### src/rtl/ptm_pkg.sv
package ptm_pkg;

    typedef enum logic [1:0] {
        PERS_1  = 2'b00,
        PERS_4  = 2'b01,
        PERS_8  = 2'b10,
        PERS_16 = 2'b11
    } pers_sel_e;

    // Consecutive out-of-window results needed for each select code.
    function automatic int unsigned persist_need(input pers_sel_e sel);
        int unsigned n;
        case (sel)
            PERS_1:  n = 1;
            PERS_4:  n = 4;
            PERS_8:  n = 8;
            default: n = 16;
        endcase
        return n;
    endfunction

endpackage

### src/rtl/ptm_window_cmp.sv
module ptm_window_cmp #(
    parameter int RES_W = 16,
    parameter int THR_W = 8
) (
    input  logic [RES_W-1:0] res_data,
    input  logic [THR_W-1:0] thr_hi,
    input  logic [THR_W-1:0] thr_lo,
    output logic             out_win
);
    // Only the most significant THR_W bits of the result take part.
    localparam int TOP = RES_W - 1;

    logic [THR_W-1:0] level;
    logic [RES_W-THR_W-1:0] unused_low;

    always_comb begin
        level      = res_data[TOP -: THR_W];
        unused_low = res_data[RES_W-THR_W-1:0];
        out_win    = (level > thr_hi) || (level < thr_lo);
    end

    logic unused_ok;
    assign unused_ok = ^unused_low;

endmodule

### src/rtl/ptm_persist_cnt.sv
module ptm_persist_cnt #(
    parameter int CNT_W = 5
) (
    input  logic             clk,
    input  logic             rst_n,
    input  logic             sample,
    input  logic             out_win,
    input  logic             clr,
    input  logic [CNT_W-1:0] need,
    output logic             hit
);
    typedef struct packed {
        logic [CNT_W-1:0] cnt;
    } cnt_state_t;

    cnt_state_t st_d, st_q;
    logic [CNT_W-1:0] cnt_inc;

    always_comb begin
        st_d    = st_q;
        cnt_inc = st_q.cnt + CNT_W'(1);
        hit     = 1'b0;
        if (clr) begin
            // Clear takes priority; a coincident result is dropped.
            st_d.cnt = '0;
        end else if (sample) begin
            if (out_win) begin
                if (st_q.cnt < need) begin
                    st_d.cnt = cnt_inc;
                end
                hit = (cnt_inc >= need);
            end else begin
                st_d.cnt = '0;
            end
        end
    end

    always_ff @(posedge clk or negedge rst_n) begin
        if (!rst_n) begin
            st_q <= '0;
        end else begin
            st_q <= st_d;
        end
    end

endmodule

### src/rtl/ptm_irq_latch.sv
module ptm_irq_latch (
    input  logic clk,
    input  logic rst_n,
    input  logic set,
    input  logic clr,
    output logic flag
);
    typedef struct packed {
        logic flag;
    } latch_state_t;

    latch_state_t st_d, st_q;

    always_comb begin
        st_d = st_q;
        if (clr) begin
            st_d.flag = 1'b0;
        end else if (set) begin
            st_d.flag = 1'b1;
        end
    end

    always_ff @(posedge clk or negedge rst_n) begin
        if (!rst_n) begin
            st_q <= '0;
        end else begin
            st_q <= st_d;
        end
    end

    assign flag = st_q.flag;

endmodule

### src/rtl/ptm_threshold_irq.sv
module ptm_threshold_irq #(
    parameter int RES_W  = 16,
    parameter int THR_W  = 8,
    parameter int PSEL_W = 2,
    parameter int CNT_W  = 5
) (
    input  logic              clk,
    input  logic              rst_n,
    input  logic              res_valid,
    input  logic [RES_W-1:0]  res_data,
    input  logic [THR_W-1:0]  thr_hi,
    input  logic [THR_W-1:0]  thr_lo,
    input  logic [PSEL_W-1:0] persist_sel,
    input  logic              flag_clr,
    output logic              irq_pull_en
);
    import ptm_pkg::*;

    logic             out_win;
    logic             run_hit;
    logic [CNT_W-1:0] need;

    always_comb begin
        need = CNT_W'(persist_need(pers_sel_e'(persist_sel)));
    end

    ptm_window_cmp #(
        .RES_W (RES_W),
        .THR_W (THR_W)
    ) u_cmp (
        .res_data (res_data),
        .thr_hi   (thr_hi),
        .thr_lo   (thr_lo),
        .out_win  (out_win)
    );

    ptm_persist_cnt #(
        .CNT_W (CNT_W)
    ) u_cnt (
        .clk     (clk),
        .rst_n   (rst_n),
        .sample  (res_valid),
        .out_win (out_win),
        .clr     (flag_clr),
        .need    (need),
        .hit     (run_hit)
    );

    ptm_irq_latch u_latch (
        .clk   (clk),
        .rst_n (rst_n),
        .set   (run_hit),
        .clr   (flag_clr),
        .flag  (irq_pull_en)
    );

endmodule

### config.mk
export PLATFORM = sky130hd
export DESIGN_NAME = ptm_threshold_irq
export DESIGN_NICKNAME = d
export VERILOG_FILES = /design/src/rtl/ptm_pkg.sv /design/src/rtl/ptm_window_cmp.sv /design/src/rtl/ptm_persist_cnt.sv /design/src/rtl/ptm_irq_latch.sv /design/src/rtl/ptm_threshold_irq.sv
export SDC_FILE = /design/constraint.sdc
export NUM_CORES = 1
export LEC_CHECK = 0
export ABC_AREA = 0
export CORE_UTILIZATION = 40
export DETAILED_ROUTE_END_ITERATION = 7
export GPL_ROUTABILITY_DRIVEN = 0
export GPL_TIMING_DRIVEN = 0
export PLACE_DENSITY = 0.85
export REMOVE_ABC_BUFFERS = 1
export SYNTH_ARGS = -nofsm -noshare
export SYNTH_HDL_FRONTEND = slang
export SYNTH_SLANG_ARGS = --single-unit
### constraint.sdc
create_clock -name clk -period 2.54 [get_ports clk]
set_input_delay 0.254 -clock clk [delete_from_list [all_inputs] [get_ports clk]]
set_output_delay 0.254 -clock clk [all_outputs]
set_load 0.02 [all_outputs]
==> impl_metrics.xml, run 1 <==
<?xml version="1.0" encoding="UTF-8"?>
<metrics>
  <group name="status">
    <metric name="run_status" unit="">finished clean</metric>
  </group>
  <group name="worst_setup_path">
    <metric name="worst-endpoint-arrival" unit="ps">2490</metric>
    <metric name="crit_path_cell_trace" unit="">clkdlybuf4s50_1 &gt; ha_1 &gt; a211oi_2 &gt; o21ai_1 &gt; a211oi_2 &gt; nor3_1 &gt; or4b_4 &gt; o311ai_4</metric>
    <metric name="worst-r2r-cell-count" unit="">8</metric>
    <metric name="timing.critical_path.mode_cell" unit="">sky130_fd_sc_hd__a211oi_2</metric>
    <metric name="cp_slowest_cell" unit="">sky130_fd_sc_hd__or4b_4</metric>
    <metric name="timing.rr.start" unit="">u_cnt.st_q[0]</metric>
    <metric name="crit_type" unit="">input pin to flip-flop</metric>
    <metric name="cp.required" unit="ps">2700</metric>
    <metric name="crit_path_end_kind" unit="">flip-flop</metric>
    <metric name="critPathMaxFanout" unit="">5</metric>
    <metric name="worst_r2r_endpoint" unit="">u_latch.flag</metric>
    <metric name="timing.critical_path.from" unit="">res_data[10]</metric>
    <metric name="setup.reg_to_reg.worst_slack" unit="ps">450</metric>
    <metric name="cp_slowest_stage_delay" unit="ps">550</metric>
    <metric name="worstSetupStartpointType" unit="">input pin</metric>
  </group>
  <group name="synthesis">
    <metric name="ys.warnings.count" unit="">0</metric>
    <metric name="synthCells" unit="">110</metric>
    <metric name="synth_area_leaders" unit="">sky130_fd_sc_hd__ha_1 33%, sky130_fd_sc_hd__dfrtp_1 16%, sky130_fd_sc_hd__inv_1 10%</metric>
    <metric name="share_of_the_yosys_chip_area_belonging_to_registers" unit="%">16.44</metric>
    <metric name="synthDominantCellAreaShare" unit="%">32.88</metric>
    <metric name="synthesis.area" unit="µm²">913.4</metric>
    <metric name="synth_largest_area_cell" unit="">sky130_fd_sc_hd__ha_1</metric>
    <metric name="synth.avg_cell_area" unit="µm²">8.303</metric>
    <metric name="postSynthRegisterBits" unit="">6</metric>
    <metric name="synth.distinct_cells" unit="">27</metric>
  </group>
  <group name="timing">
    <metric name="maxClockFrequency" unit="MHz">428.0</metric>
    <metric name="hold_viol" unit="">0</metric>
    <metric name="slew_violations" unit="">0</metric>
    <metric name="slew_headroom" unit="%">72.50</metric>
    <metric name="total_of_endpoints_with_negative_setup_slack_in_the_final_report" unit="">0</metric>
    <metric name="unrepaired_setup_endpoints_after_global_routing" unit="">false</metric>
    <metric name="setup_slack" unit="ps">203.7</metric>
    <metric name="timing_worst_slew_pin_value" unit="ps">408.1</metric>
    <metric name="period_share" unit="%">91.98</metric>
    <metric name="worst_clock_skew" unit="ps">1.414</metric>
    <metric name="holdWs" unit="ps">242.0</metric>
    <metric name="finalCriticalPeriod" unit="ps">2336</metric>
  </group>
  <group name="floorplanning">
    <metric name="die-height" unit="µm">49.79</metric>
    <metric name="design.die.area" unit="µm²">2479</metric>
    <metric name="initial_utilization" unit="%">44.30</metric>
    <metric name="die_w" unit="µm">49.79</metric>
    <metric name="core" unit="µm²">2062</metric>
    <metric name="row_count" unit="">16</metric>
    <metric name="io_pins" unit="">39</metric>
  </group>
  <group name="power_and_ir_drop">
    <metric name="cell_leakage_power" unit="nW">0.6289</metric>
    <metric name="ir_worst_vdd" unit="mV">0.1222</metric>
    <metric name="cellPowerDensity" unit="nW/µm²">273.3</metric>
  </group>
  <group name="route">
    <metric name="ant_nets" unit="">0</metric>
    <metric name="drt_iter0_markers" unit="">20</metric>
    <metric name="viasPerCell" unit="">5.100</metric>
    <metric name="first_pass_iters" unit="">4</metric>
    <metric name="post-route-drc-count" unit="">0</metric>
    <metric name="vias" unit="">867</metric>
    <metric name="detail_route.wl_per_cell" unit="µm">11.85</metric>
    <metric name="route.final.wire_length" unit="mm">2.014</metric>
  </group>
  <group name="final_layout">
    <metric name="n_fill_cell" unit="">173</metric>
    <metric name="flow.area_growth_from_synthesis" unit="%">39.04</metric>
    <metric name="count_of_non_filler_cells_in_the_finished_layout" unit="">170</metric>
    <metric name="final_layout_size_suffix_gt1_share" unit="%">6.294</metric>
    <metric name="num_antenna_cells" unit="">0</metric>
    <metric name="postLayoutCoreUtil" unit="%">61.59</metric>
    <metric name="design.final.nets" unit="">207</metric>
    <metric name="finalInstanceArea" unit="µm²">1270</metric>
  </group>
  <group name="global_routing">
    <metric name="antenna_violations_before_repair" unit="">0</metric>
    <metric name="grt_max_degree" unit="">9</metric>
    <metric name="number_of_global_route_vias_before_repair" unit="">883</metric>
    <metric name="track_usage" unit="%">18.09</metric>
    <metric name="first_pass_grt_wire_length" unit="mm">3.443</metric>
    <metric name="grt_overflow_total" unit="">0</metric>
  </group>
  <group name="clocking">
    <metric name="htreeDepth" unit="">1</metric>
    <metric name="worst_setup_hold_path_clk_slew" unit="ps">50</metric>
    <metric name="clock_tree.buffer_depth" unit="">2</metric>
    <metric name="post_cts_buffers" unit="">0</metric>
    <metric name="clkSinkCount" unit="">6</metric>
    <metric name="cts_root_buf" unit="">sky130_fd_sc_hd__clkbuf_4</metric>
    <metric name="clock_tree_from_tritoncts" unit="">done</metric>
    <metric name="post_cts_resized" unit="">0</metric>
    <metric name="clock_insertion_delay_worst_skew" unit="ps">250</metric>
    <metric name="cts-buffers-inserted" unit="">3</metric>
    <metric name="holdBufCountCts" unit="">0</metric>
  </group>
  <group name="place">
    <metric name="port_buffers" unit="">30</metric>
    <metric name="dp.cells" unit="">167</metric>
    <metric name="hpwl" unit="mm">1.763</metric>
    <metric name="standard_cell_area_after_detailed_placement" unit="µm²">1247</metric>
    <metric name="place_ws" unit="ps">-45.03</metric>
  </group>
  <group name="worst_hold_path">
    <metric name="hold_path.class" unit="">input pin to asynchronous set/reset pin</metric>
  </group>
  <group name="run">
    <metric name="max_cap_viol_count" unit="">0</metric>
  </group>
</metrics>
[worst max path at each step]
stage | endpoint | slack, ps
3_3_place_gp | u_cnt.st_q[2] | 2
2_1_floorplan | u_cnt.st_q[2] | 570
6_report | u_cnt.st_q[2] | 200
3_5_place_dp | u_cnt.st_q[2] | -50
4_1_cts | u_cnt.st_q[2] | 210
5_1_grt | u_cnt.st_q[2] | 100
[metrics by stage]
stage          TNS, ps  total power (W)
3_5_place_dp    -45.03        0.0002578
4_1_cts              0        0.0003481
2_1_floorplan        0        0.0001832
3_3_place_gp         0        0.0002496
6_report             0        0.0003471
5_1_grt              0        0.0003690
[cell families (layout without fill, tap and decap cells)]
| group | count (synthesis) | after routing | synth area share (%) |
|---|---|---|---|
| AOI/OAI and AO/OA | 25 | 25 | 20.96 |
| xor gates and xnor gates | 3 | 3 | 2.877 |
| adders and majority gates | 24 | 24 | 32.88 |
| buffers and inverters | 25 | 58 | 10.27 |
| DFF | 6 | 6 | 16.44 |
| and+or+nand+nor | 27 | 27 | 16.57 |
[flip-flops by register name, indices dropped and copies added, names as in the netlist]
name,cells
u_cnt.st_q,5
u_latch.flag,1
[routing by layer]
metal  vias to the layer above  GRT usage (%)  part of all wire (%)
li1                        453              -                     -
met1                       376          18.20                    42
met2                        34          36.26                    53
met3                         4          2.469                   4.3
met5                         -              0                     0
met4                         0          7.143                  0.60
[power by group]
| group | switching (W) | leakage [nW] | internal [W] |
|---|---|---|---|
| sequential | 0.00000463 | 0.0825 | 0.000100 |
| clock | 0.0000381 | 0.0138 | 0.0000537 |
| combinational | 0.0000653 | 0.533 | 0.0000854 |
[area by class of cell]
class / count / area [µm²] / share of cell area (%)
clock buffers: 3 / 22.52 / 1.773
repair buffers: 30 / 300.3 / 23.65
multi-input cells: 79 / 669.4 / 52.71
well taps: 27 / 33.78 / 2.660
flip-flops and latches: 6 / 150.1 / 11.82
inverters: 25 / 93.84 / 7.389
[critical path, delay by kind of cell]
| kind | cells | cell delay (ps) |
|---|---|---|
| AND/OR/NAND/NOR | 2 | 670 |
| buffers and inverters | 1 | 450 |
| adder cells (fa/ha/maj) | 1 | 340 |
| AO/OA/AOI/OAI | 4 | 800 |
[cell usage after synthesis, drive strengths merged]
cell type  number
inv            25
ha             24
a21oi           7
dfrtp           6
nor2            6
a211oi          4
nand2           4
nand2b          4
o21ai           4
a21o            3
nand3           3
nand4           3
o32ai           3
nor2b           2
xnor2           2
nand3b          1
nor3            1
o211ai          1
o21a            1
o22ai           1
o311ai          1
or3             1
or3b            1
or4b            1
xor2            1
[cells in the final DEF, fill, tap and decap left out]
| master | n |
|---|---|
| sky130_fd_sc_hd__nand3_1 | 3 |
| sky130_fd_sc_hd__dfrtp_1 | 6 |
| sky130_fd_sc_hd__nand2_1 | 4 |
| sky130_fd_sc_hd__a211oi_1 | 2 |
| sky130_fd_sc_hd__a21o_1 | 3 |
| sky130_fd_sc_hd__xor2_1 | 1 |
| sky130_fd_sc_hd__nor2b_1 | 2 |
| sky130_fd_sc_hd__inv_1 | 25 |
| sky130_fd_sc_hd__o21ai_1 | 1 |
| sky130_fd_sc_hd__or3_2 | 1 |
| sky130_fd_sc_hd__o22ai_1 | 1 |
| sky130_fd_sc_hd__nand2b_1 | 4 |
| sky130_fd_sc_hd__a211oi_2 | 2 |
| sky130_fd_sc_hd__a21oi_1 | 7 |
| sky130_fd_sc_hd__ha_1 | 24 |
| sky130_fd_sc_hd__nand3b_1 | 1 |
| sky130_fd_sc_hd__clkdlybuf4s50_1 | 30 |
| sky130_fd_sc_hd__or3b_2 | 1 |
| sky130_fd_sc_hd__o21a_1 | 1 |
| sky130_fd_sc_hd__o32ai_1 | 3 |
| sky130_fd_sc_hd__o21ai_0 | 3 |
| sky130_fd_sc_hd__or4b_4 | 1 |
| sky130_fd_sc_hd__o311ai_4 | 1 |
| sky130_fd_sc_hd__nor2_1 | 6 |
| sky130_fd_sc_hd__nand4_1 | 3 |
| sky130_fd_sc_hd__clkbuf_4 | 3 |
| sky130_fd_sc_hd__xnor2_1 | 2 |
| sky130_fd_sc_hd__nor3_1 | 1 |
| sky130_fd_sc_hd__o211ai_1 | 1 |
Note: power is estimated with default switching activity, not from simulation.
==> inputs of run 2 (changes only) <==
--- a/config.mk
+++ b/config.mk
@@ -6,11 +6,11 @@
 export NUM_CORES = 1
 export LEC_CHECK = 0
 export ABC_AREA = 0
-export CORE_UTILIZATION = 40
+export CORE_UTILIZATION = 35
 export DETAILED_ROUTE_END_ITERATION = 7
 export GPL_ROUTABILITY_DRIVEN = 0
 export GPL_TIMING_DRIVEN = 0
-export PLACE_DENSITY = 0.85
+export PLACE_DENSITY = 0.77
 export REMOVE_ABC_BUFFERS = 1
 export SYNTH_ARGS = -nofsm -noshare
 export SYNTH_HDL_FRONTEND = slang
==> impl_metrics.xml, run 2 (same netlist as run 1, synthesis figures left out) <==
<?xml version="1.0" encoding="UTF-8"?>
<metrics>
  <group name="status">
    <metric name="run_status" unit="">finished clean</metric>
  </group>
  <group name="power_and_ir_drop">
    <metric name="cellPowerDensity" unit="nW/µm²">269.3</metric>
    <metric name="ir_worst_vdd" unit="mV">0.1258</metric>
    <metric name="cell_leakage_power" unit="nW">0.6289</metric>
  </group>
  <group name="worst_setup_path">
    <metric name="crit_path_end" unit="">u_cnt.st_q[2]</metric>
    <metric name="timing.critical_path.from" unit="">thr_lo[2]</metric>
    <metric name="cp_num_cells" unit="">9</metric>
    <metric name="crit_family" unit="">compound AO/OA/AOI/OAI gates</metric>
    <metric name="path_buf_inv" unit="">2</metric>
    <metric name="cp.required" unit="ps">2690</metric>
    <metric name="cp_slowest_cell" unit="">sky130_fd_sc_hd__or4b_4</metric>
    <metric name="crit_path_cell_trace" unit="">clkdlybuf4s50_1 &gt; inv_1 &gt; ha_1 &gt; a211oi_2 &gt; o21ai_1 &gt; a211oi_2 &gt; nor3_1 &gt; or4b_4 &gt; o311ai_4</metric>
    <metric name="timing.rr.start" unit="">u_cnt.st_q[0]</metric>
    <metric name="crit_path_end_kind" unit="">flip-flop</metric>
    <metric name="worstSetupStartpointType" unit="">input pin</metric>
    <metric name="setup.reg_to_reg.worst_slack" unit="ps">410</metric>
    <metric name="worst_r2r_endpoint" unit="">u_latch.flag</metric>
    <metric name="crit_type" unit="">input pin to flip-flop</metric>
    <metric name="timing.critical_path.mode_cell" unit="">sky130_fd_sc_hd__a211oi_2</metric>
    <metric name="cp_slowest_stage_delay" unit="ps">550</metric>
    <metric name="worst-r2r-cell-count" unit="">8</metric>
    <metric name="critPathMaxFanout" unit="">5</metric>
    <metric name="worst-endpoint-arrival" unit="ps">2470</metric>
  </group>
  <group name="timing">
    <metric name="maxClockFrequency" unit="MHz">431.6</metric>
    <metric name="total_of_endpoints_with_negative_setup_slack_in_the_final_report" unit="">0</metric>
    <metric name="holdWs" unit="ps">257.6</metric>
    <metric name="slew_violations" unit="">0</metric>
    <metric name="period_share" unit="%">91.22</metric>
    <metric name="timing_worst_slew_pin_value" unit="ps">399.8</metric>
    <metric name="worst_clock_skew" unit="ps">3.915</metric>
    <metric name="hold_viol" unit="">0</metric>
    <metric name="slew_headroom" unit="%">73.14</metric>
    <metric name="unrepaired_setup_endpoints_after_global_routing" unit="">false</metric>
    <metric name="finalCriticalPeriod" unit="ps">2317</metric>
  </group>
  <group name="final_layout">
    <metric name="registers.top_by_ff_count" unit="">u_cnt.st_q</metric>
    <metric name="layout.cells.most_common" unit="">sky130_fd_sc_hd__clkdlybuf4s50_1</metric>
    <metric name="layout_common_cells" unit="">30 x sky130_fd_sc_hd__clkdlybuf4s50_1, 25 x sky130_fd_sc_hd__inv_1, 24 x sky130_fd_sc_hd__ha_1</metric>
    <metric name="flow.area_growth_from_synthesis" unit="%">39.45</metric>
    <metric name="num_antenna_cells" unit="">0</metric>
    <metric name="largest_reg_flops" unit="">5</metric>
    <metric name="design.final.nets" unit="">207</metric>
    <metric name="count_of_non_filler_cells_in_the_finished_layout" unit="">173</metric>
    <metric name="n_fill_cell" unit="">235</metric>
    <metric name="final_layout_size_suffix_gt1_share" unit="%">6.294</metric>
  </group>
  <group name="clocking">
    <metric name="clock_tree_from_tritoncts" unit="">done</metric>
    <metric name="post_cts_buffers" unit="">0</metric>
    <metric name="htreeDepth" unit="">1</metric>
    <metric name="clock_tree.buffer_depth" unit="">2</metric>
    <metric name="cts_root_buf" unit="">sky130_fd_sc_hd__clkbuf_4</metric>
    <metric name="post_cts_resized" unit="">0</metric>
    <metric name="clock_insertion_delay_worst_skew" unit="ps">250</metric>
    <metric name="clkSinkCount" unit="">6</metric>
    <metric name="cts-buffers-inserted" unit="">3</metric>
    <metric name="worst_setup_hold_path_clk_slew" unit="ps">40</metric>
    <metric name="holdBufCountCts" unit="">0</metric>
  </group>
  <group name="place">
    <metric name="hpwl" unit="mm">1.824</metric>
    <metric name="dp.cells" unit="">170</metric>
    <metric name="port_buffers" unit="">30</metric>
  </group>
  <group name="run">
    <metric name="max_cap_viol_count" unit="">0</metric>
  </group>
  <group name="route">
    <metric name="drt_iter0_markers" unit="">2</metric>
    <metric name="post-route-drc-count" unit="">0</metric>
    <metric name="route.final.wire_length" unit="mm">1.982</metric>
    <metric name="vias" unit="">880</metric>
    <metric name="ant_nets" unit="">0</metric>
    <metric name="detail_route.wl_per_cell" unit="µm">11.46</metric>
    <metric name="first_pass_iters" unit="">4</metric>
    <metric name="viasPerCell" unit="">5.087</metric>
  </group>
  <group name="global_routing">
    <metric name="grt_overflow_total" unit="">0</metric>
    <metric name="number_of_global_route_vias_before_repair" unit="">867</metric>
    <metric name="antenna_violations_before_repair" unit="">0</metric>
    <metric name="first_pass_grt_wire_length" unit="mm">3.291</metric>
    <metric name="track_usage" unit="%">16.43</metric>
    <metric name="grt_max_degree" unit="">9</metric>
  </group>
  <group name="worst_hold_path">
    <metric name="hold_path.class" unit="">input pin to asynchronous set/reset pin</metric>
  </group>
  <group name="floorplanning">
    <metric name="core" unit="µm²">2477</metric>
    <metric name="io_pins" unit="">39</metric>
    <metric name="design.die.area" unit="µm²">2818</metric>
    <metric name="die_w" unit="µm">53.09</metric>
    <metric name="row_count" unit="">18</metric>
    <metric name="die-height" unit="µm">53.09</metric>
    <metric name="initial_utilization" unit="%">36.87</metric>
  </group>
</metrics>
-- run 2: routing by layer --
layer	up-vias	global-route usage [%]	wire, µm
met3	5	4.023	98
met5	-	0	0
met1	397	16.15	798
li1	449	-	-
met2	29	30.17	1049
met4	0	10.53	36
-- run 2: cell type report --
| cell class | count | area [µm²] | area share, % |
|---|---|---|---|
| well taps | 30 | 37.54 | 2.947 |
| repair buffers | 30 | 300.3 | 23.58 |
| multi-input cells | 79 | 669.4 | 52.55 |
| flip-flops and latches | 6 | 150.1 | 11.79 |
| inverters | 25 | 93.84 | 7.367 |
| clock buffers | 3 | 22.52 | 1.768 |
-- run 2: power breakdown --
group	switching (W)	internal (W)	leakage [nW]	total, W
Sequential	0.00000445	0.000100	0.0825	0.000105
Combinational	0.0000654	0.0000856	0.533	0.000151
Clock	0.0000340	0.0000534	0.0138	0.0000874
-- run 2: worst register-to-register path, cell delays in order (launching register included) --
cell                      delay (ps)
sky130_fd_sc_hd__dfrtp_1         420
sky130_fd_sc_hd__ha_1            270
sky130_fd_sc_hd__xor2_1          160
sky130_fd_sc_hd__ha_1            290
sky130_fd_sc_hd__a21o_1          120
sky130_fd_sc_hd__a21o_1          120
sky130_fd_sc_hd__a21oi_1          70
sky130_fd_sc_hd__or3b_2          440
sky130_fd_sc_hd__a21oi_1         150
-- run 2: through the flow --
step                cell area [µm²]  setup WS, ps  TNS (ps)  total power, W  utilization [%]
floorplan                     913.4         568.2         0       0.0001832                -
global route                   1274         87.76         0       0.0003698            51.41
finish                         1274         223.1         0       0.0003430            51.41
global placement               1251        0.5664         0       0.0002504            50.51
CTS                            1274         204.4         0       0.0003478            51.41
detailed placement             1251        -29.56    -29.56       0.0002582            50.51
-- run 2: worst min-delay path by stage --
stage | slack [ps] | start | end
floorplan | -40 | rst_n | u_cnt.st_q[0]
global placement | 520 | rst_n | u_cnt.st_q[1]
detailed placement | 520 | u_latch.flag | u_latch.flag
CTS | 270 | rst_n | u_cnt.st_q[1]
global route | 270 | rst_n | u_cnt.st_q[1]
finish | 260 | rst_n | u_cnt.st_q[1]
